--- config.mk ---
export PLATFORM = sky130hd
export DESIGN_NAME = quad_dac_regs
export DESIGN_NICKNAME = d
export VERILOG_FILES = /design/src/rtl/quad_dac_pkg.sv /design/src/rtl/qdac_decode.sv /design/src/rtl/qdac_channel.sv /design/src/rtl/qdac_readback.sv /design/src/rtl/quad_dac_regs.sv
export SDC_FILE = /design/constraint.sdc
export NUM_CORES = 1
export LEC_CHECK = 0
export BUFFER_PORTS_ARGS = -buffer_cell sky130_fd_sc_hd__buf_2
export CAP_MARGIN = 20
export CORE_MARGIN = 2
export CORE_UTILIZATION = 45
export CTS_BUF_LIST = sky130_fd_sc_hd__clkbuf_4 sky130_fd_sc_hd__clkbuf_8 sky130_fd_sc_hd__clkbuf_16
export DETAILED_ROUTE_END_ITERATION = 8
export HOLD_SLACK_MARGIN = 0.05
export PLACE_DENSITY = 0.64
export SYNTH_ARGS = -nofsm -noshare
export SYNTH_HDL_FRONTEND = slang
export SYNTH_SLANG_ARGS = --single-unit
--- constraint.sdc ---
create_clock -name clk_i -period 2 [get_ports clk_i]
set_input_delay 0.4 -clock clk_i [delete_from_list [all_inputs] [get_ports clk_i]]
set_output_delay 0.4 -clock clk_i [all_outputs]
set_load 0.005 [all_outputs]
--- src/rtl/quad_dac_pkg.sv ---
package quad_dac_pkg;

  typedef enum logic [1:0] {
    ACC_NIB  = 2'd0,
    ACC_BYTE = 2'd1,
    ACC_WORD = 2'd2
  } acc_e;

  typedef struct packed {
    logic load;
    logic bcast;
    logic xfer;
    logic mode_wr;
    logic rd_code;
    logic rd_mode;
  } strobe_t;

  // bus nibbles used per access width
  function automatic int lanes_per(acc_e a, int nib_n);
    case (a)
      ACC_NIB:  return 1;
      ACC_BYTE: return 2;
      default:  return nib_n;
    endcase
  endfunction

endpackage

--- src/rtl/qdac_decode.sv ---
module qdac_decode
  import quad_dac_pkg::*;
#(
  parameter int NIB_N = 3
) (
  input  logic             chip_sel_ni,
  input  logic             read_ni,
  input  logic             xfer_ni,
  input  logic             latch_ni,
  input  logic             mode_ni,
  input  logic [NIB_N-1:0] quad_ni,
  output strobe_t          stb_o
);

  logic sel, wr, all_quads;

  always_comb begin
    sel       = ~chip_sel_ni;
    wr        = sel & read_ni & mode_ni;
    all_quads = ~|quad_ni;
    stb_o.load    = wr;
    stb_o.bcast   = wr & all_quads & latch_ni & ~xfer_ni;
    stb_o.xfer    = ~xfer_ni;
    stb_o.mode_wr = sel & read_ni & ~mode_ni;
    stb_o.rd_code = sel & ~read_ni & mode_ni;
    stb_o.rd_mode = sel & ~read_ni & ~mode_ni & ~quad_ni[0] & ~quad_ni[1] & xfer_ni;
  end

endmodule

--- src/rtl/qdac_channel.sv ---
module qdac_channel #(
  parameter int CODE_W = 12
) (
  input  logic              clk_i,
  input  logic              rst_ni,
  input  logic              wr_en_i,
  input  logic [CODE_W-1:0] mask_i,
  input  logic [CODE_W-1:0] data_i,
  input  logic              xfer_i,
  output logic [CODE_W-1:0] in_q_o,
  output logic [CODE_W-1:0] out_q_o
);

  logic [CODE_W-1:0] in_d, out_d;

  always_comb begin
    in_d  = wr_en_i ? ((in_q_o & ~mask_i) | (data_i & mask_i)) : in_q_o;
    // transfer sees same-edge write: gives transparency
    out_d = xfer_i ? in_d : out_q_o;
  end

  always_ff @(posedge clk_i or negedge rst_ni) begin
    if (!rst_ni) begin
      in_q_o  <= '0;
      out_q_o <= '0;
    end else begin
      in_q_o  <= in_d;
      out_q_o <= out_d;
    end
  end

endmodule

--- src/rtl/qdac_readback.sv ---
module qdac_readback
  import quad_dac_pkg::*;
#(
  parameter int   N_CH   = 4,
  parameter int   CODE_W = 12,
  parameter acc_e ACCESS = ACC_WORD,
  localparam int  NIB_N  = CODE_W / 4,
  localparam int  CHAN_W = $clog2(N_CH),
  localparam int  PER    = lanes_per(ACCESS, NIB_N)
) (
  input  logic                         clk_i,
  input  logic                         rst_ni,
  input  logic                         rd_code_i,
  input  logic                         rd_mode_i,
  input  logic [CHAN_W-1:0]            chan_i,
  input  logic [CODE_W-1:0]            mask_i,
  input  logic [N_CH-1:0][CODE_W-1:0]  ranks_i,
  input  logic [CODE_W-1:0]            mode_i,
  output logic [CODE_W-1:0]            rdata_o,
  output logic                         oe_o
);

  logic [CODE_W-1:0] src, masked, folded;
  logic              rd_any;

  always_comb begin
    rd_any = rd_code_i | rd_mode_i;
    src    = rd_mode_i ? mode_i : ranks_i[chan_i];
    masked = src & mask_i;
    folded = '0;
    for (int k = 0; k < NIB_N; k++) begin
      folded[(k % PER)*4 +: 4] = folded[(k % PER)*4 +: 4] | masked[k*4 +: 4];
    end
  end

  always_ff @(posedge clk_i or negedge rst_ni) begin
    if (!rst_ni) begin
      oe_o    <= 1'b0;
      rdata_o <= '0;
    end else begin
      oe_o    <= rd_any;
      rdata_o <= rd_any ? folded : '0;
    end
  end

endmodule

--- src/rtl/quad_dac_regs.sv ---
module quad_dac_regs
  import quad_dac_pkg::*;
#(
  parameter int   N_CH   = 4,
  parameter int   CODE_W = 12,
  parameter int   MODE_W = 8,
  parameter acc_e ACCESS = ACC_WORD
) (
  input  logic                     clk_i,
  input  logic                     rst_ni,
  input  logic                     chip_sel_ni,
  input  logic                     read_ni,
  input  logic                     xfer_ni,
  input  logic                     latch_ni,
  input  logic                     mode_ni,
  input  logic [CODE_W/4-1:0]      quad_ni,
  input  logic [$clog2(N_CH)-1:0]  chan_i,
  input  logic [CODE_W-1:0]        wdata_i,
  output logic [CODE_W-1:0]        rdata_o,
  output logic                     rdata_oe_o,
  output logic [N_CH*CODE_W-1:0]   code_o
);

  localparam int NIB_N  = CODE_W / 4;
  localparam int CHAN_W = $clog2(N_CH);
  localparam int PER    = lanes_per(ACCESS, NIB_N);

  strobe_t                    stb;
  logic [CODE_W-1:0]          nib_mask, lane;
  logic [N_CH-1:0][CODE_W-1:0] in_rank, out_rank;
  logic [MODE_W-1:0]          mode_q;

  qdac_decode #(.NIB_N(NIB_N)) u_decode (
    .chip_sel_ni (chip_sel_ni),
    .read_ni     (read_ni),
    .xfer_ni     (xfer_ni),
    .latch_ni    (latch_ni),
    .mode_ni     (mode_ni),
    .quad_ni     (quad_ni),
    .stb_o       (stb)
  );

  for (genvar k = 0; k < NIB_N; k++) begin : g_lane
    assign nib_mask[k*4 +: 4] = {4{~quad_ni[k]}};
    assign lane[k*4 +: 4]     = wdata_i[(k % PER)*4 +: 4];
  end

  for (genvar ch = 0; ch < N_CH; ch++) begin : g_chan
    qdac_channel #(.CODE_W(CODE_W)) u_chan (
      .clk_i   (clk_i),
      .rst_ni  (rst_ni),
      .wr_en_i (stb.load & (stb.bcast | (chan_i == CHAN_W'(ch)))),
      .mask_i  (nib_mask),
      .data_i  (lane),
      .xfer_i  (stb.xfer),
      .in_q_o  (in_rank[ch]),
      .out_q_o (out_rank[ch])
    );
    assign code_o[ch*CODE_W +: CODE_W] = out_rank[ch];
  end

  always_ff @(posedge clk_i or negedge rst_ni) begin
    if (!rst_ni) begin
      mode_q <= '0;
    end else if (stb.mode_wr) begin
      mode_q <= (mode_q & ~nib_mask[MODE_W-1:0]) | (lane[MODE_W-1:0] & nib_mask[MODE_W-1:0]);
    end
  end

  qdac_readback #(
    .N_CH   (N_CH),
    .CODE_W (CODE_W),
    .ACCESS (ACCESS)
  ) u_readback (
    .clk_i     (clk_i),
    .rst_ni    (rst_ni),
    .rd_code_i (stb.rd_code),
    .rd_mode_i (stb.rd_mode),
    .chan_i    (chan_i),
    .mask_i    (nib_mask),
    .ranks_i   (in_rank),
    .mode_i    ({{(CODE_W-MODE_W){1'b0}}, mode_q}),
    .rdata_o   (rdata_o),
    .oe_o      (rdata_oe_o)
  );

endmodule

==> flow_metrics.py, run 1 <==
metrics = {
    "power": {
        "swShare_pct": 25.6,
        "ir_drop_uv": 564,
        "seqPwrFrac_pct": 43.5,
        "p_sw_uw": 1870,
        "clkPwrFrac_pct": 40.3,
        "internal-power_uw": 5440,
        "combPwrFrac_pct": 16.2,
        "power_per_cell_area_mw_per_mm2": 1110,
        "power_leakage_uw": 0.00317,
    },
    "clock_network": {
        "cts_root_buffer": "clkbuf_16",
        "hold_buffers": 0,
        "post_cts_buffers": 0,
        "cts_buffers": 17,
        "cts-resized-gates": 0,
        "path_clk_slew_ps": 50,
        "cts_tree": "built",
        "clock_tree.buffer_depth": 2,
        "cts_sinks": 117,
        "insertion_delay_ps": 420,
        "ctsHtreeMaxLevel": 4,
    },
    "timing": {
        "hold_slack_ps": 19.2,
        "slew_violations": 0,
        "rsz0062_at_grt": "false",
        "min_period_over_period_pct": 76.9,
        "period_minus_slack_ps": 1540,
        "finalSetupViolCount": 0,
        "fin_tns_setup_ps": 0,
        "fmax_mhz": 650,
        "relSlewSlack_pct": 55.8,
        "finClkSkew_ps": 6.62,
        "final-hold-violation-count": 0,
        "worst_pin_slew_ps": 663,
    },
    "routing": {
        "vias": 4281,
        "wl_per_cell_um": 20.8,
        "drcViolationCount": 0,
        "via_per_inst": 6.00,
        "wl_um": 14800,
        "ant_nets": 0,
        "drtIter0Drc": 281,
        "drt_first_pass_iters": 5,
    },
    "critical_path": {
        "start_kind": "input pin",
        "arrival_ps": 1860,
        "crit_fanout": 12,
        "cp.required_ps": 2320,
        "path_class": "input pin to register",
        "end_kind": "register",
    },
    "place": {
        "place_hpwl_um": 10700,
        "portBuffers": 84,
        "gp_congestion": 0.913,
    },
    "grt": {
        "grt_max_degree": 118,
        "grt_util_all_layers_pct": 24.7,
        "grt_overflow": 0,
        "grt_pass1_wl_um": 23800,
        "grt_pass1_vias": 4338,
        "antenna_found_initial": 0,
    },
    "floorplanning": {
        "die_x_um": 112,
        "die-area_mm2": 0.0125,
        "chipHeight_um": 112,
        "pin_count": 85,
        "initial_utilization_pct": 45.9,
        "core_region_area_mm2": 0.0114,
        "rows": 39,
    },
    "yosys": {
        "yosysWarnings": 0,
        "ys_ff_latch": 117,
        "netlist_instances": 446,
        "synth_cell_types": 31,
        "postSynthAreaPerCell_um2": 11.8,
        "synth_area_mm2": 0.00525,
        "ys_seq_area_share_pct": 55.8,
        "synth_fp_nets": 470,
    },
    "min_path": {
        "hp-class": "input pin to async pin",
    },
    "layout": {
        "antenna_cells": 0,
        "finalNetCount": 583,
        "area_growth_pct": 25.8,
        "drive_gt1_share_pct": 31.8,
        "fill_cells": 996,
    },
    "outcome": {
        "status": "finished clean",
    },
    "run": {
        "drv_cap": 0,
    },
}
-- cell usage after synthesis (all sizes together) --
master / count / share of area [%]
nand2: 50 / 3.6
o21bai: 4 / 0.86
nor3: 2 / 0.19
nor2b: 7 / 0.88
dfrtp: 117 / 56
nor4b: 2 / 0.57
or3b: 2 / 0.38
or2: 2 / 0.24
mux2i: 40 / 7.6
clkbuf: 14 / 1.0
o2bb2ai: 16 / 2.7
mux2: 8 / 1.7
nor2: 29 / 2.1
mux4: 12 / 5.2
and2: 1 / 0.12
or3: 2 / 0.24
o22ai: 37 / 4.5
nor4bb: 3 / 0.57
buf: 10 / 0.93
o21ai: 40 / 3.8
and3: 16 / 1.9
and3b: 1 / 0.17
nand2b: 13 / 1.6
a221o: 16 / 3.1
and4bb: 1 / 0.24
a21oi: 1 / 0.095
-- power groups by stage --
stage | logic, µW | clock network (µW) | registers, µW
6_report | 1190 | 2950 | 3180
5_1_grt | 1320 | 3110 | 3230
4_1_cts | 1190 | 2990 | 3170
3_5_place_dp | 1190 | 0 | 3210
3_3_place_gp | 1150 | 0 | 3200
2_1_floorplan | 664 | 0 | 3130
-- final cells by class --
class	instances	area [µm²]	share of cell area (%)
clock inverters	4	72.6	1.10
well taps	143	179	2.71
flip-flops and latches	117	2930	44.4
multi-input cells	305	2220	33.7
clock buffers	26	505	7.66
repair buffers	118	691	10.5
-- path summary, 6_finish.rpt --
path / startpoint / endpoint / slack [ps] / depth (start not counted)
max: chan_i[0] / g_chan[3].u_chan.in_q_o[2] / 460 / 6
min: rst_ni / g_chan[0].u_chan.out_q_o[5] / 20 / 2
max reg2reg: g_chan[3].u_chan.in_q_o[6] / u_readback.rdata_o[6] / 750 / 3
min reg2reg: register / register / 510 / 1
max in group asynchronous: rst_ni / g_chan[2].u_chan.out_q_o[10] / 1440 / 2
min in group clk_i: wdata_i[2] / register / 270 / 2
-- metrics by stage --
step           worst slack [ps]  utilization (%)  power (µW)  instance area [µm²]  std cells
2_1_floorplan               318                -        3790                 5250        446
3_3_place_gp               71.3             52.7        4350                 6020        683
3_5_place_dp               36.1             52.7        4390                 6020        683
4_1_cts                     483             57.8        7360                 6600        713
5_1_grt                     381             57.8        7650                 6600        713
6_report                    462             57.8        7310                 6600        713
-- sequential cells by signal (all words and copies together), names as in the netlist, named ones only --
name                   cells
u_readback.rdata_o        12
u_readback.oe_o            1
g_chan.u_chan.in_q_o      48
g_chan.u_chan.out_q_o     48
-- placed cells by master (no fill, tap or decap), types with 4 or more instances in the layout --
cell type  count
buf_4         34
mux2_2         8
and3_1        16
mux4_2        12
o22ai_1       36
dfrtp_1      117
nor2b_1        6
mux2i_1       40
o21bai_2       4
a221o_1       16
o2bb2ai_1     16
nand2b_1      13
buf_2         83
nand2_1       50
o21ai_0       35
clkbuf_16     17
nor2_1        29
clkbuf_4       7
o21ai_1        5
-- kinds of logic after synthesis --
logic type	count (synthesis)	share of synthesized area (%)
buffers and inverters	24	1.93
AOI/OAI and AO/OA	114	15.0
and+or+nand+nor	131	12.7
DFF	117	55.8
muxes	60	14.5
-- worst max-delay path, cell delays in order --
cell and delay (ps):
buf_2 260, and2_0 430, o21bai_2 260, nand2_1 120
buf_4 200, o21ai_0 190
-- per-layer routing --
metal  global-route usage, %  part of all wire, %
met4                    9.19                  2.4
met3                    7.13                  6.8
met1                    33.2                   43
met2                    38.7                   48
met5                       0                    0
No activity file was read; power rests on OpenSTA's default activity.
==> inputs of run 2 (changes only) <==
==> constraint.sdc (replaced) <==
create_clock -name clk_i -period 1.5 [get_ports clk_i]
set_input_delay 0.3 -clock clk_i [delete_from_list [all_inputs] [get_ports clk_i]]
set_output_delay 0.3 -clock clk_i [all_outputs]
set_load 0.005 [all_outputs]
==> run 2 against run 1 <==
  * Count of clock-buffer cells in the layout is 3 lower
  * Cell count is 4.1% higher
  * Critical path depth is 1 higher
  * Total power is 31% higher
  * Combinational power is 37% higher
  * Hold slack better by 150 ps
  * Worst setup slack worse by 280 ps
  * First-iteration DRC count is 18% lower
  * Register-to-register slack worse by 470 ps
  * Flip-flop and latch count stayed put
  * Via count is 0.77% lower
  * Sequential share of layout area is 1.5 points lower
  * Critical endpoint is now g_chan[3].u_chan.in_q_o[6]
  * Highest routed layer is now met5
==> flow_metrics.py, run 2 (synthesis gave the netlist of run 1 again) <==
metrics = {
    "outcome": {
        "status": "finished clean",
    },
    "clock_network": {
        "cts-resized-gates": 0,
        "post_cts_buffers": 0,
        "cts_sinks": 117,
        "cts_tree": "built",
        "cts_buffers": 17,
        "clock_tree.buffer_depth": 2,
        "hold_buffers": 1,
        "ctsHtreeMaxLevel": 4,
        "insertion_delay_ps": 400,
        "cts_root_buffer": "clkbuf_16",
        "path_clk_slew_ps": 50,
    },
    "min_path": {
        "worstHoldStart": "wdata_i[7]",
        "hp-class": "input pin to register",
    },
    "routing": {
        "drcViolationCount": 0,
        "routed.top_layer": "met5",
        "drt_first_pass_iters": 5,
        "wl_um": 14600,
        "dr_wl_met3_um": 905,
        "wl_per_cell_um": 19.7,
        "drtIter0Drc": 230,
        "met2_wirelength_um": 7140,
        "vias": 4248,
        "met1_length_um": 6210,
        "via_per_inst": 5.73,
        "ant_nets": 0,
    },
    "timing": {
        "hold_slack_ps": 173,
        "finClkSkew_ps": 6.89,
        "final-hold-violation-count": 0,
        "fin_tns_setup_ps": 0,
        "fmax_mhz": 757,
        "rsz0062_at_grt": "false",
        "min_period_over_period_pct": 88.1,
        "worst_slack_ps": 179,
        "period_minus_slack_ps": 1320,
        "finalSetupViolCount": 0,
        "relSlewSlack_pct": 50.3,
        "slew_violations": 0,
        "worst_pin_slew_ps": 737,
    },
    "floorplanning": {
        "core_region_area_mm2": 0.0114,
        "pin_count": 85,
        "rows": 39,
        "die_x_um": 112,
        "die-area_mm2": 0.0125,
        "initial_utilization_pct": 45.9,
        "chipHeight_um": 112,
    },
    "run": {
        "drv_cap": 0,
    },
    "critical_path": {
        "start_kind": "input pin",
        "path_class": "input pin to register",
        "cp.required_ps": 1820,
        "crit_fanout": 8,
        "end_kind": "register",
        "worstReg2RegStart": "g_chan[3].u_chan.in_q_o[3]",
        "crit_start": "latch_ni",
        "arrival_ps": 1640,
    },
    "layout": {
        "finalNetCount": 614,
        "final_common_cell": "dfrtp_1",
        "area_growth_pct": 30.1,
        "layout_common_cells": "dfrtp_1 (117), buf_2 (83), buf_4 (62), nand2_1 (50), mux2i_1 (40)",
        "drive_gt1_share_pct": 35.1,
        "largest_registers": "g_chan.u_chan.in_q_o x48, g_chan.u_chan.out_q_o x48, u_readback.rdata_o x12",
        "fill_cells": 966,
        "antenna_cells": 0,
        "fin_util_pct": 59.8,
        "fin_area_mm2": 0.00682,
    },
    "power": {
        "combPwrFrac_pct": 17.0,
        "power_per_cell_area_mw_per_mm2": 1400,
        "ir_drop_uv": 754,
        "p_sw_uw": 2460,
        "clkPwrFrac_pct": 38.4,
        "seqPwrFrac_pct": 44.5,
        "swShare_pct": 25.8,
        "internal-power_uw": 7090,
        "power_leakage_uw": 0.00331,
    },
    "place": {
        "place_hpwl_um": 11100,
        "dpl_worst_slack_ps": -179,
        "placed_area_mm2": 0.00627,
        "portBuffers": 84,
        "gp_congestion": 0.932,
    },
    "grt": {
        "grt_max_degree": 44,
        "grt_util_all_layers_pct": 24.4,
        "grt_pass1_wl_um": 23600,
        "grt_pass1_vias": 4386,
        "grt_overflow": 0,
        "antenna_found_initial": 1,
    },
}
-- run 2: changes by cell type in the layout (fill, tap and decap cells not counted), sizes merged --
cell	before	now
clkinv	1	3
buf	118	148
clkbuf	26	23
dlygate4sd3	0	1
bufinv	2	1
-- run 2: per-layer routing --
| layer | up-vias | GRT usage (%) |
|---|---|---|
| li1 | 1960 | - |
| met1 | 2118 | 31.7 |
| met2 | 145 | 40.2 |
| met3 | 23 | 5.88 |
| met4 | 2 | 8.78 |
| met5 | - | 0 |
-- run 2: cell type report --
class / count / area [µm²] / area share (%)
Clock buffer: 23 / 489 / 7.17
Clock inverter: 5 / 52.6 / 0.770
Multi-Input combinational cell: 305 / 2220 / 32.6
Sequential cell: 117 / 2930 / 42.9
Tap cell: 143 / 179 / 2.62
Timing Repair Buffer: 149 / 951 / 13.9
-- run 2: critical path, cell delays in order --
cell	delay, ps
buf_2	100
buf_4	130
nor4b_2	150
buf_4	150
o21ai_0	590
nand2_1	110
o21ai_0	100
-- run 2: final timing paths --
kind / endpoint / slack, ps / cells after the start
max in group asynchronous: g_chan[0].u_chan.out_q_o[7] / 660 / 3
max: g_chan[3].u_chan.in_q_o[6] / 180 / 7
max reg2reg: u_readback.rdata_o[3] / 280 / 3
min: register / 170 / 2
min reg2reg: g_chan[1].u_chan.out_q_o[9] / 500 / 1
min in group asynchronous: g_chan[2].u_chan.in_q_o[4] / 330 / 2
-- run 2: power by group through the flow --
stage | Clock, µW | Combinational, µW | Sequential [µW]
2_1_floorplan | 0 | 888 | 4170
3_3_place_gp | 0 | 1590 | 4260
3_5_place_dp | 0 | 1640 | 4280
4_1_cts | 3740 | 1650 | 4240
5_1_grt | 3890 | 1810 | 4310
6_report | 3670 | 1630 | 4250
-- run 2: metrics by stage --
stage / power, µW / instances
floorplan: 5050 / 446
global placement: 5850 / 713
detailed placement: 5910 / 713
CTS: 9620 / 742
global route: 10000 / 742
finish: 9550 / 742
